[config.mk]
export PLATFORM = sky130hd
export DESIGN_NAME = resid_ser_rx
export DESIGN_NICKNAME = d
export VERILOG_FILES = /design/src/rtl/rxr_pkg.sv /design/src/rtl/rxr_deser.sv /design/src/rtl/rxr_fifo.sv /design/src/rtl/rxr_resid_ctl.sv /design/src/rtl/resid_ser_rx.sv
export SDC_FILE = /design/constraint.sdc
export NUM_CORES = 1
export LEC_CHECK = 0
export ABC_AREA = 1
export BUFFER_PORTS_ARGS = -buffer_cell sky130_fd_sc_hd__buf_4
export CORE_MARGIN = 4
export CORE_UTILIZATION = 61
export CTS_CLUSTER_DIAMETER = 50
export DETAILED_ROUTE_END_ITERATION = 16
export HOLD_SLACK_MARGIN = 0.02
export PLACE_DENSITY = 0.79
export SKIP_CTS_REPAIR_TIMING = 1
export SYNTH_ARGS = -nofsm -noshare
export SYNTH_HDL_FRONTEND = slang
export SYNTH_SLANG_ARGS = --single-unit
[constraint.sdc]
create_clock -name clk -period 3.9 [get_ports clk]
set_input_delay 0 -clock clk [delete_from_list [all_inputs] [get_ports clk]]
set_output_delay 0 -clock clk [all_outputs]
set_load 0.03 [all_outputs]
[src/rtl/rxr_pkg.sv]
package rxr_pkg;
  localparam int unsigned BYTE_W = 8;
  localparam int unsigned HWORD_W = 2 * BYTE_W;

  typedef logic [BYTE_W-1:0]  byte_t;
  typedef logic [HWORD_W-1:0] hword_t;

  typedef enum logic [1:0] {
    ST_IDLE  = 2'd0,
    ST_SHIFT = 2'd1,
    ST_GAP   = 2'd2
  } rx_state_e;
endpackage

[src/rtl/rxr_deser.sv]
module rxr_deser
  import rxr_pkg::*;
(
  input  logic  clk,
  input  logic  rst_n,
  input  logic  bit_tick,
  input  logic  ser_sync,
  input  logic  ser_data,
  output logic  start_evt,
  output logic  byte_done,
  output byte_t byte_val,
  output logic  end_evt
);
  localparam int unsigned CNT_W = $clog2(BYTE_W);
  localparam logic [CNT_W-1:0] LAST_BIT = CNT_W'(BYTE_W - 1);

  rx_state_e        state_q, state_n;
  logic [CNT_W-1:0] cnt_q, cnt_n;
  byte_t            shreg_q, shreg_n;

  // event decode from current state and sampled pins
  assign start_evt = bit_tick && (state_q == ST_IDLE) && ser_sync;
  assign byte_done = bit_tick && (state_q == ST_SHIFT) && (cnt_q == LAST_BIT);
  assign byte_val  = {shreg_q[BYTE_W-2:0], ser_data};
  assign end_evt   = bit_tick && (state_q == ST_GAP) && !ser_sync;

  always_comb begin
    state_n = state_q;
    cnt_n   = cnt_q;
    shreg_n = shreg_q;
    if (bit_tick) begin
      unique case (state_q)
        ST_IDLE: begin
          if (ser_sync) begin
            state_n = ST_SHIFT;
            cnt_n   = '0;
          end
        end
        ST_SHIFT: begin
          shreg_n = {shreg_q[BYTE_W-2:0], ser_data};
          cnt_n   = cnt_q + 1'b1;
          if (cnt_q == LAST_BIT) state_n = ST_GAP;
        end
        ST_GAP: begin
          cnt_n   = '0;
          state_n = ser_sync ? ST_SHIFT : ST_IDLE;
        end
        default: state_n = ST_IDLE;
      endcase
    end
  end

  always_ff @(posedge clk or negedge rst_n) begin
    if (!rst_n) begin
      state_q <= ST_IDLE;
      cnt_q   <= '0;
      shreg_q <= '0;
    end else if (bit_tick) begin
      state_q <= state_n;
      cnt_q   <= cnt_n;
      shreg_q <= shreg_n;
    end
  end


  gap_after_byte_chk: assert property (@(posedge clk) disable iff (!rst_n)
    byte_done |=> (state_q == ST_GAP));
endmodule

[src/rtl/rxr_fifo.sv]
module rxr_fifo
  import rxr_pkg::*;
#(
  parameter int unsigned DEPTH = 8
) (
  input  logic   clk,
  input  logic   rst_n,
  input  logic   wr_en,
  input  hword_t wr_data,
  input  logic   rd_en,
  output hword_t rd_data,
  output logic   empty,
  output logic   full
);
  localparam int unsigned AW = (DEPTH > 1) ? $clog2(DEPTH) : 1;
  localparam int unsigned CW = AW + 1;

  hword_t         mem_q [DEPTH];
  logic [AW-1:0]  wptr_q, wptr_n, rptr_q, rptr_n;
  logic [CW-1:0]  cnt_q, cnt_n;
  logic           do_wr, do_rd;

  assign empty   = (cnt_q == '0);
  assign full    = (cnt_q == CW'(DEPTH));
  assign do_wr   = wr_en && !full;
  assign do_rd   = rd_en && !empty;
  assign rd_data = mem_q[rptr_q];

  always_comb begin
    wptr_n = wptr_q;
    rptr_n = rptr_q;
    cnt_n  = cnt_q;
    if (do_wr) wptr_n = (wptr_q == AW'(DEPTH - 1)) ? '0 : wptr_q + 1'b1;
    if (do_rd) rptr_n = (rptr_q == AW'(DEPTH - 1)) ? '0 : rptr_q + 1'b1;
    if (do_wr && !do_rd) cnt_n = cnt_q + 1'b1;
    else if (do_rd && !do_wr) cnt_n = cnt_q - 1'b1;
  end

  always_ff @(posedge clk or negedge rst_n) begin
    if (!rst_n) begin
      wptr_q <= '0;
      rptr_q <= '0;
      cnt_q  <= '0;
    end else begin
      wptr_q <= wptr_n;
      rptr_q <= rptr_n;
      cnt_q  <= cnt_n;
    end
  end

  for (genvar i = 0; i < DEPTH; i++) begin : g_slot
    always_ff @(posedge clk) begin
      if (do_wr && (wptr_q == AW'(i))) mem_q[i] <= wr_data;
    end
  end


  empty_full_excl_chk: assert property (@(posedge clk) disable iff (!rst_n)
    !(empty && full));


  full_hold_chk: assert property (@(posedge clk) disable iff (!rst_n)
    (wr_en && full && !rd_en) |=> full);
endmodule

[src/rtl/rxr_resid_ctl.sv]
module rxr_resid_ctl
  import rxr_pkg::*;
(
  input  logic   clk,
  input  logic   rst_n,
  input  logic   start_evt,
  input  logic   byte_done,
  input  byte_t  byte_val,
  input  logic   end_evt,
  input  logic   pop_wr,
  input  logic   fifo_full,
  output logic   wr_en,
  output hword_t wr_data,
  output logic   res_valid,
  output logic   res_framed,
  output logic   rx_overrun
);
  byte_t hold_q, hold_n;
  logic  hvld_q, hvld_n;
  logic  val_q, val_n, frm_q, frm_n;
  logic  preq_q, preq_n;
  byte_t pdat_q, pdat_n;
  logic  ovr_q, ovr_n;
  logic  pair_wr;

  assign pair_wr = byte_done && hvld_q;
  assign wr_en   = pair_wr || preq_q;
  assign wr_data = pair_wr ? {hold_q, byte_val} : {{BYTE_W{1'b0}}, pdat_q};

  always_comb begin
    hold_n = hold_q;
    hvld_n = hvld_q;
    val_n  = val_q;
    frm_n  = frm_q;
    preq_n = preq_q;
    pdat_n = pdat_q;
    ovr_n  = ovr_q | (wr_en && fifo_full);

    // pairing: second byte completes an entry
    if (byte_done) begin
      if (hvld_q) begin
        hvld_n = 1'b0;
      end else begin
        hold_n = byte_val;
        hvld_n = 1'b1;
      end
    end

    if (end_evt && hvld_q) begin
      val_n = 1'b1;
      frm_n = 1'b1;
    end
    if (start_evt) begin
      val_n = 1'b0;
      frm_n = 1'b0;
    end

    // pending pop entry yields to a pair write
    if (preq_q && !pair_wr) preq_n = 1'b0;
    if (pop_wr) begin
      preq_n = 1'b1;
      pdat_n = hold_q;
      if (val_q && !start_evt) begin
        val_n  = 1'b0;
        hvld_n = 1'b0;
      end
    end
  end

  always_ff @(posedge clk or negedge rst_n) begin
    if (!rst_n) begin
      hold_q <= '0;
      hvld_q <= 1'b0;
      val_q  <= 1'b0;
      frm_q  <= 1'b0;
      preq_q <= 1'b0;
      pdat_q <= '0;
      ovr_q  <= 1'b0;
    end else begin
      hold_q <= hold_n;
      hvld_q <= hvld_n;
      val_q  <= val_n;
      frm_q  <= frm_n;
      preq_q <= preq_n;
      pdat_q <= pdat_n;
      ovr_q  <= ovr_n;
    end
  end

  assign res_valid  = val_q;
  assign res_framed = frm_q;
  assign rx_overrun = ovr_q;


  valid_needs_framed_chk: assert property (@(posedge clk) disable iff (!rst_n)
    res_valid |-> res_framed);


  framed_rise_chk: assert property (@(posedge clk) disable iff (!rst_n)
    $rose(res_framed) |-> $past(end_evt));


  valid_fall_chk: assert property (@(posedge clk) disable iff (!rst_n)
    $fell(res_valid) |-> $past(start_evt || pop_wr));


  overrun_set_chk: assert property (@(posedge clk) disable iff (!rst_n)
    (wr_en && fifo_full) |=> rx_overrun);
endmodule

[src/rtl/resid_ser_rx.sv]
module resid_ser_rx
  import rxr_pkg::*;
#(
  parameter int unsigned DEPTH = 8
) (
  input  logic        clk,
  input  logic        rst_n,
  input  logic        bit_tick,
  input  logic        ser_sync,
  input  logic        ser_data,
  input  logic        pop_wr,
  input  logic        rd_en,
  output logic [15:0] rd_data,
  output logic        rx_empty,
  output logic        rx_full,
  output logic        res_valid,
  output logic        res_framed,
  output logic        rx_overrun
);
  logic   start_evt, byte_done, end_evt, wr_en;
  byte_t  byte_val;
  hword_t wr_data, fifo_out;

  rxr_deser u_deser (
    .clk(clk), .rst_n(rst_n), .bit_tick(bit_tick), .ser_sync(ser_sync),
    .ser_data(ser_data), .start_evt(start_evt), .byte_done(byte_done),
    .byte_val(byte_val), .end_evt(end_evt)
  );

  rxr_resid_ctl u_ctl (
    .clk(clk), .rst_n(rst_n), .start_evt(start_evt), .byte_done(byte_done),
    .byte_val(byte_val), .end_evt(end_evt), .pop_wr(pop_wr),
    .fifo_full(rx_full), .wr_en(wr_en), .wr_data(wr_data),
    .res_valid(res_valid), .res_framed(res_framed), .rx_overrun(rx_overrun)
  );

  rxr_fifo #(.DEPTH(DEPTH)) u_fifo (
    .clk(clk), .rst_n(rst_n), .wr_en(wr_en), .wr_data(wr_data),
    .rd_en(rd_en), .rd_data(fifo_out), .empty(rx_empty), .full(rx_full)
  );

  assign rd_data = fifo_out;
endmodule

==> run summary <==
The flow ran to the end, and the final reports show no timing, DRC or antenna violations. Counting flops and latches in the post-synthesis netlist gives 171. The largest fanout of any net on the critical path was 15. Across the run, the number of max-cap violations was 0. The data arrival time of the critical path is 3.23 ns, and the H-tree level count is 4.

Summing all non-filler instances in the final layout gives an area of 0.008249 mm². The initial utilization of the core area, before any placement, comes to 63.38%. The path type of the worst setup path is reg2reg.

The first global-routing pass estimated 24.16 mm of wire. The worst setup path is launched from a flip-flop. The number of clock buffers added by TritonCTS is 17. For the cell leakage power, the log shows 0.003475 µW. The library cell used most frequently in the layout, excluding fill and tap cells, is nand2_1. In this run the biggest area consumer among cell types represents 52.44% of the synthesized area. After detailed routing, the total wire length is 14.73 mm. Global routing consumed, on the met1 layer, 29.09% of the routing resources. For the total die area, the log shows 0.01383 mm². Setup repair after global routing left no endpoint under its margin. In the final routed layout, each cell accounts on average for 16.74 µm. The worst register-to-register path has a depth of 16. STA classifies the critical path endpoint as a flip-flop.

The total cell area at the placement stage was 0.007611 mm²; the area added between synthesis and finish was 12.55%. The routed layout has 4932 vias. The chip width works out to 117.6 µm.

By area the synthesized netlist is led by edfxtp_1 52%, dfrtp_1 15%, nand2_1 10%, nor2_1 4.9%, o21ai_0 3.9%. The remaining number of nets flagged by the antenna check after routing came out at 0. The setup slack of the worst register-to-register path is 0.98 ns. At the end of routability-driven placement, the weighted congestion stood at 0.8259. The run gives 0 as the hold violation total from the final report.

No sink is reached through more buffers than the 2 on the longest clock path. The number of port buffers is 27, and the sequential cell area fraction in the yosys report is 67.12%. The endpoint with the worst hold slack was u_fifo.rptr_q[0]$_DFFE_PN0P_. For this run, global-route usage on met2 was measured as 37.91%. The path class of the tightest hold or removal check is in2reg. The cell count after synthesis came out at 693. Via density per instance: 5.605. The total routing usage reported by global routing was 22.51%. The origin of the worst min-delay path was rd_en. Setup violations remaining at the end of the flow were counted as 0.

TritonCTS built the clock tree. The final period demand of the worst path is 2.919 ns. Remaining global-route overflow: 0. In this run the critical register-to-register path is captured at u_fifo.cnt_q[3]$_DFFE_PN0P_. The worst register-to-register path begins at u_deser.cnt_q[0]$_DFFE_PN0P_. The detailed-routing iteration count for the pre-antenna-repair pass was 5; the max-slew violation total from the final report was 0.

After legalization and detailed placement, the total HPWL measured 8.381 mm. The floorplan core area was 0.01156 mm². The fraction of the core area covered by cells at the end of the flow was 71.33%; the number of antenna violations at the first check in global routing was 0. edfxtp_1 takes more of the synthesized area than any other cell.

For this design the top-level I/O count stands at 28. The die boundary height works out to 117.6 µm. The via count of the first global-routing pass was 4847; the number of distinct library cells after synthesis was 30.

met2 is the most crowded layer. The Yosys step of the flow raised 0 warnings. The worst path uses 74.84% of the clock period. Hold is met by 0.04374 ns. The logs give 0.42 ns for the clock latency of the later-clocked register in the worst-skew pair and 39 for the total number of placement rows. The clock arrives with 0.009589 ns of skew.

The first-iteration detailed-routing DRC count was 501. STA puts the critical path data required time at 4.21 ns. Entering global routing, the biggest net connects 67 pins. The maximum clock frequency was 0.3426 GHz; the post-synth net total was 716. The clock root buffer master is clkbuf_16. The slew of the pin with the lowest slew margin is 1.079 ns. The worst hold path stage count works out to 4. After clock tree synthesis, the clock-pin slew on the worst setup and hold paths is 0.06 ns. In the final layout, the share of cells above drive strength 1 is 10.72%. The total power divided by cell area is 790.0 mW/mm². Summing every instance area after synthesis gives 0.007330 mm². For the final routed database, the setup TNS stands at 0 ns.

The average cell area after synthesis is 10.58 µm², and the number of nets at the end of the flow is 747. For this design, the sink count on the clock tree is 171. Number of design rule violations left after detail routing: 0.

The logs give 5.286% for the routing usage on met3 and 28.06% for the headroom to the max-slew limit. The number of antenna diodes in the final layout is 0. Across the VDD grid, the largest voltage drop is 0.0005185 V. The library cells used most frequently in the layout, excluding fill and tap cells, are 198 x nand2_1, 128 x edfxtp_1, 96 x nor2_1, 57 x o21ai_0, 47 x inv_1.
[synthesized netlist by cell type (all sizes together)]
master / count
xnor2: 2
mux2: 1
a21o: 1
fa: 1
dfrtp: 43
nand4: 1
o211ai: 1
ha: 15
nor2: 96
clkbuf: 6
or2: 2
o21bai: 1
nor3: 7
edfxtp: 128
inv: 49
clkinv: 1
a31oi: 1
o21ai: 95
o22ai: 1
nand2: 198
nand3: 7
buf: 27
a21oi: 9
[worst max path at each step]
stage | endpoint | start | slack (ns)
3_3_place_gp | u_fifo.cnt_q[3]$_DFFE_PN0P_ | u_deser.cnt_q[0]$_DFFE_PN0P_ | 1.18
2_1_floorplan | u_fifo.mem_q[4][0]$_DFFE_PP_ | u_deser.state_q[1]$_DFFE_PN0P_ | 0.76
6_report | u_fifo.cnt_q[3]$_DFFE_PN0P_ | u_deser.cnt_q[0]$_DFFE_PN0P_ | 0.98
5_1_grt | u_fifo.cnt_q[3]$_DFFE_PN0P_ | u_deser.state_q[1]$_DFFE_PN0P_ | 0.78
4_1_cts | u_fifo.cnt_q[3]$_DFFE_PN0P_ | u_deser.cnt_q[0]$_DFFE_PN0P_ | 0.98
3_5_place_dp | u_fifo.cnt_q[3]$_DFFE_PN0P_ | u_deser.cnt_q[0]$_DFFE_PN0P_ | 1.04
[state kept, by name, indices dropped and copies added (netlist names), 3 cells and up]
name / count
u_ctl.hold_q: 8
u_ctl.pdat_q: 8
u_deser.cnt_q: 3
u_deser.shreg_q: 7
u_fifo.cnt_q: 4
u_fifo.mem_q: 128
u_fifo.rptr_q: 3
u_fifo.wptr_q: 3
[report_power, final]
| group | switching (µW) | total [µW] | internal, µW |
|---|---|---|---|
| logic | 1590 | 2330 | 733 |
| clock network | 639 | 1650 | 1010 |
| registers | 173 | 2540 | 2370 |
| total | 2410 | 6520 | 4110 |
[worst max-delay path: stages (launching register included)]
cell and delay (ns):
dfrtp_1 0.39, ha_1 0.21, ha_1 0.20, inv_1 0.08
nor2_1 0.07, ha_1 0.25, o21ai_2 0.13, buf_4 0.23
inv_1 0.07, ha_1 0.20, inv_1 0.15, ha_1 0.27
or2_2 0.31, nand3_1 0.11, nand2_1 0.06, nand2_1 0.05
nand2_1 0.05
[logic make-up after synthesis]
group | after synthesis | share of synthesized area, %
simple gates | 311 | 16.34
flops | 171 | 67.12
compound gates | 109 | 7.631
buf+inv | 83 | 5.685
fa+ha+maj | 16 | 2.834
xor+xnor | 2 | 0.2390
mux | 1 | 0.1536
[per-layer routing]
layer / wire length (µm) / share of wire [%]
met5: 0 / 0
met4: 229 / 1.6
met3: 1043 / 7.1
met2: 7446 / 51
met1: 6015 / 41
[stage by stage]
stage                     power, µW  worst slack [ns]  instances
final                          6517            0.9811        880
after global routing           6927            0.7761        880
after CTS                      6543            0.9842        875
after detailed placement       4884             1.039        843
after global placement         4774             1.180        843
after floorplan                4258            0.7586        693
[layout make-up]
cell class	count	area, µm²
Clock buffer	27	536.8
Clock inverter	5	51.30
Fill cell	778	3316
Inverter	50	187.7
Multi-Input combinational cell	439	2023
Sequential cell	171	4921
Tap cell	143	178.9
Timing Repair Buffer	45	350.3
Power figures use the tool's default switching activity.
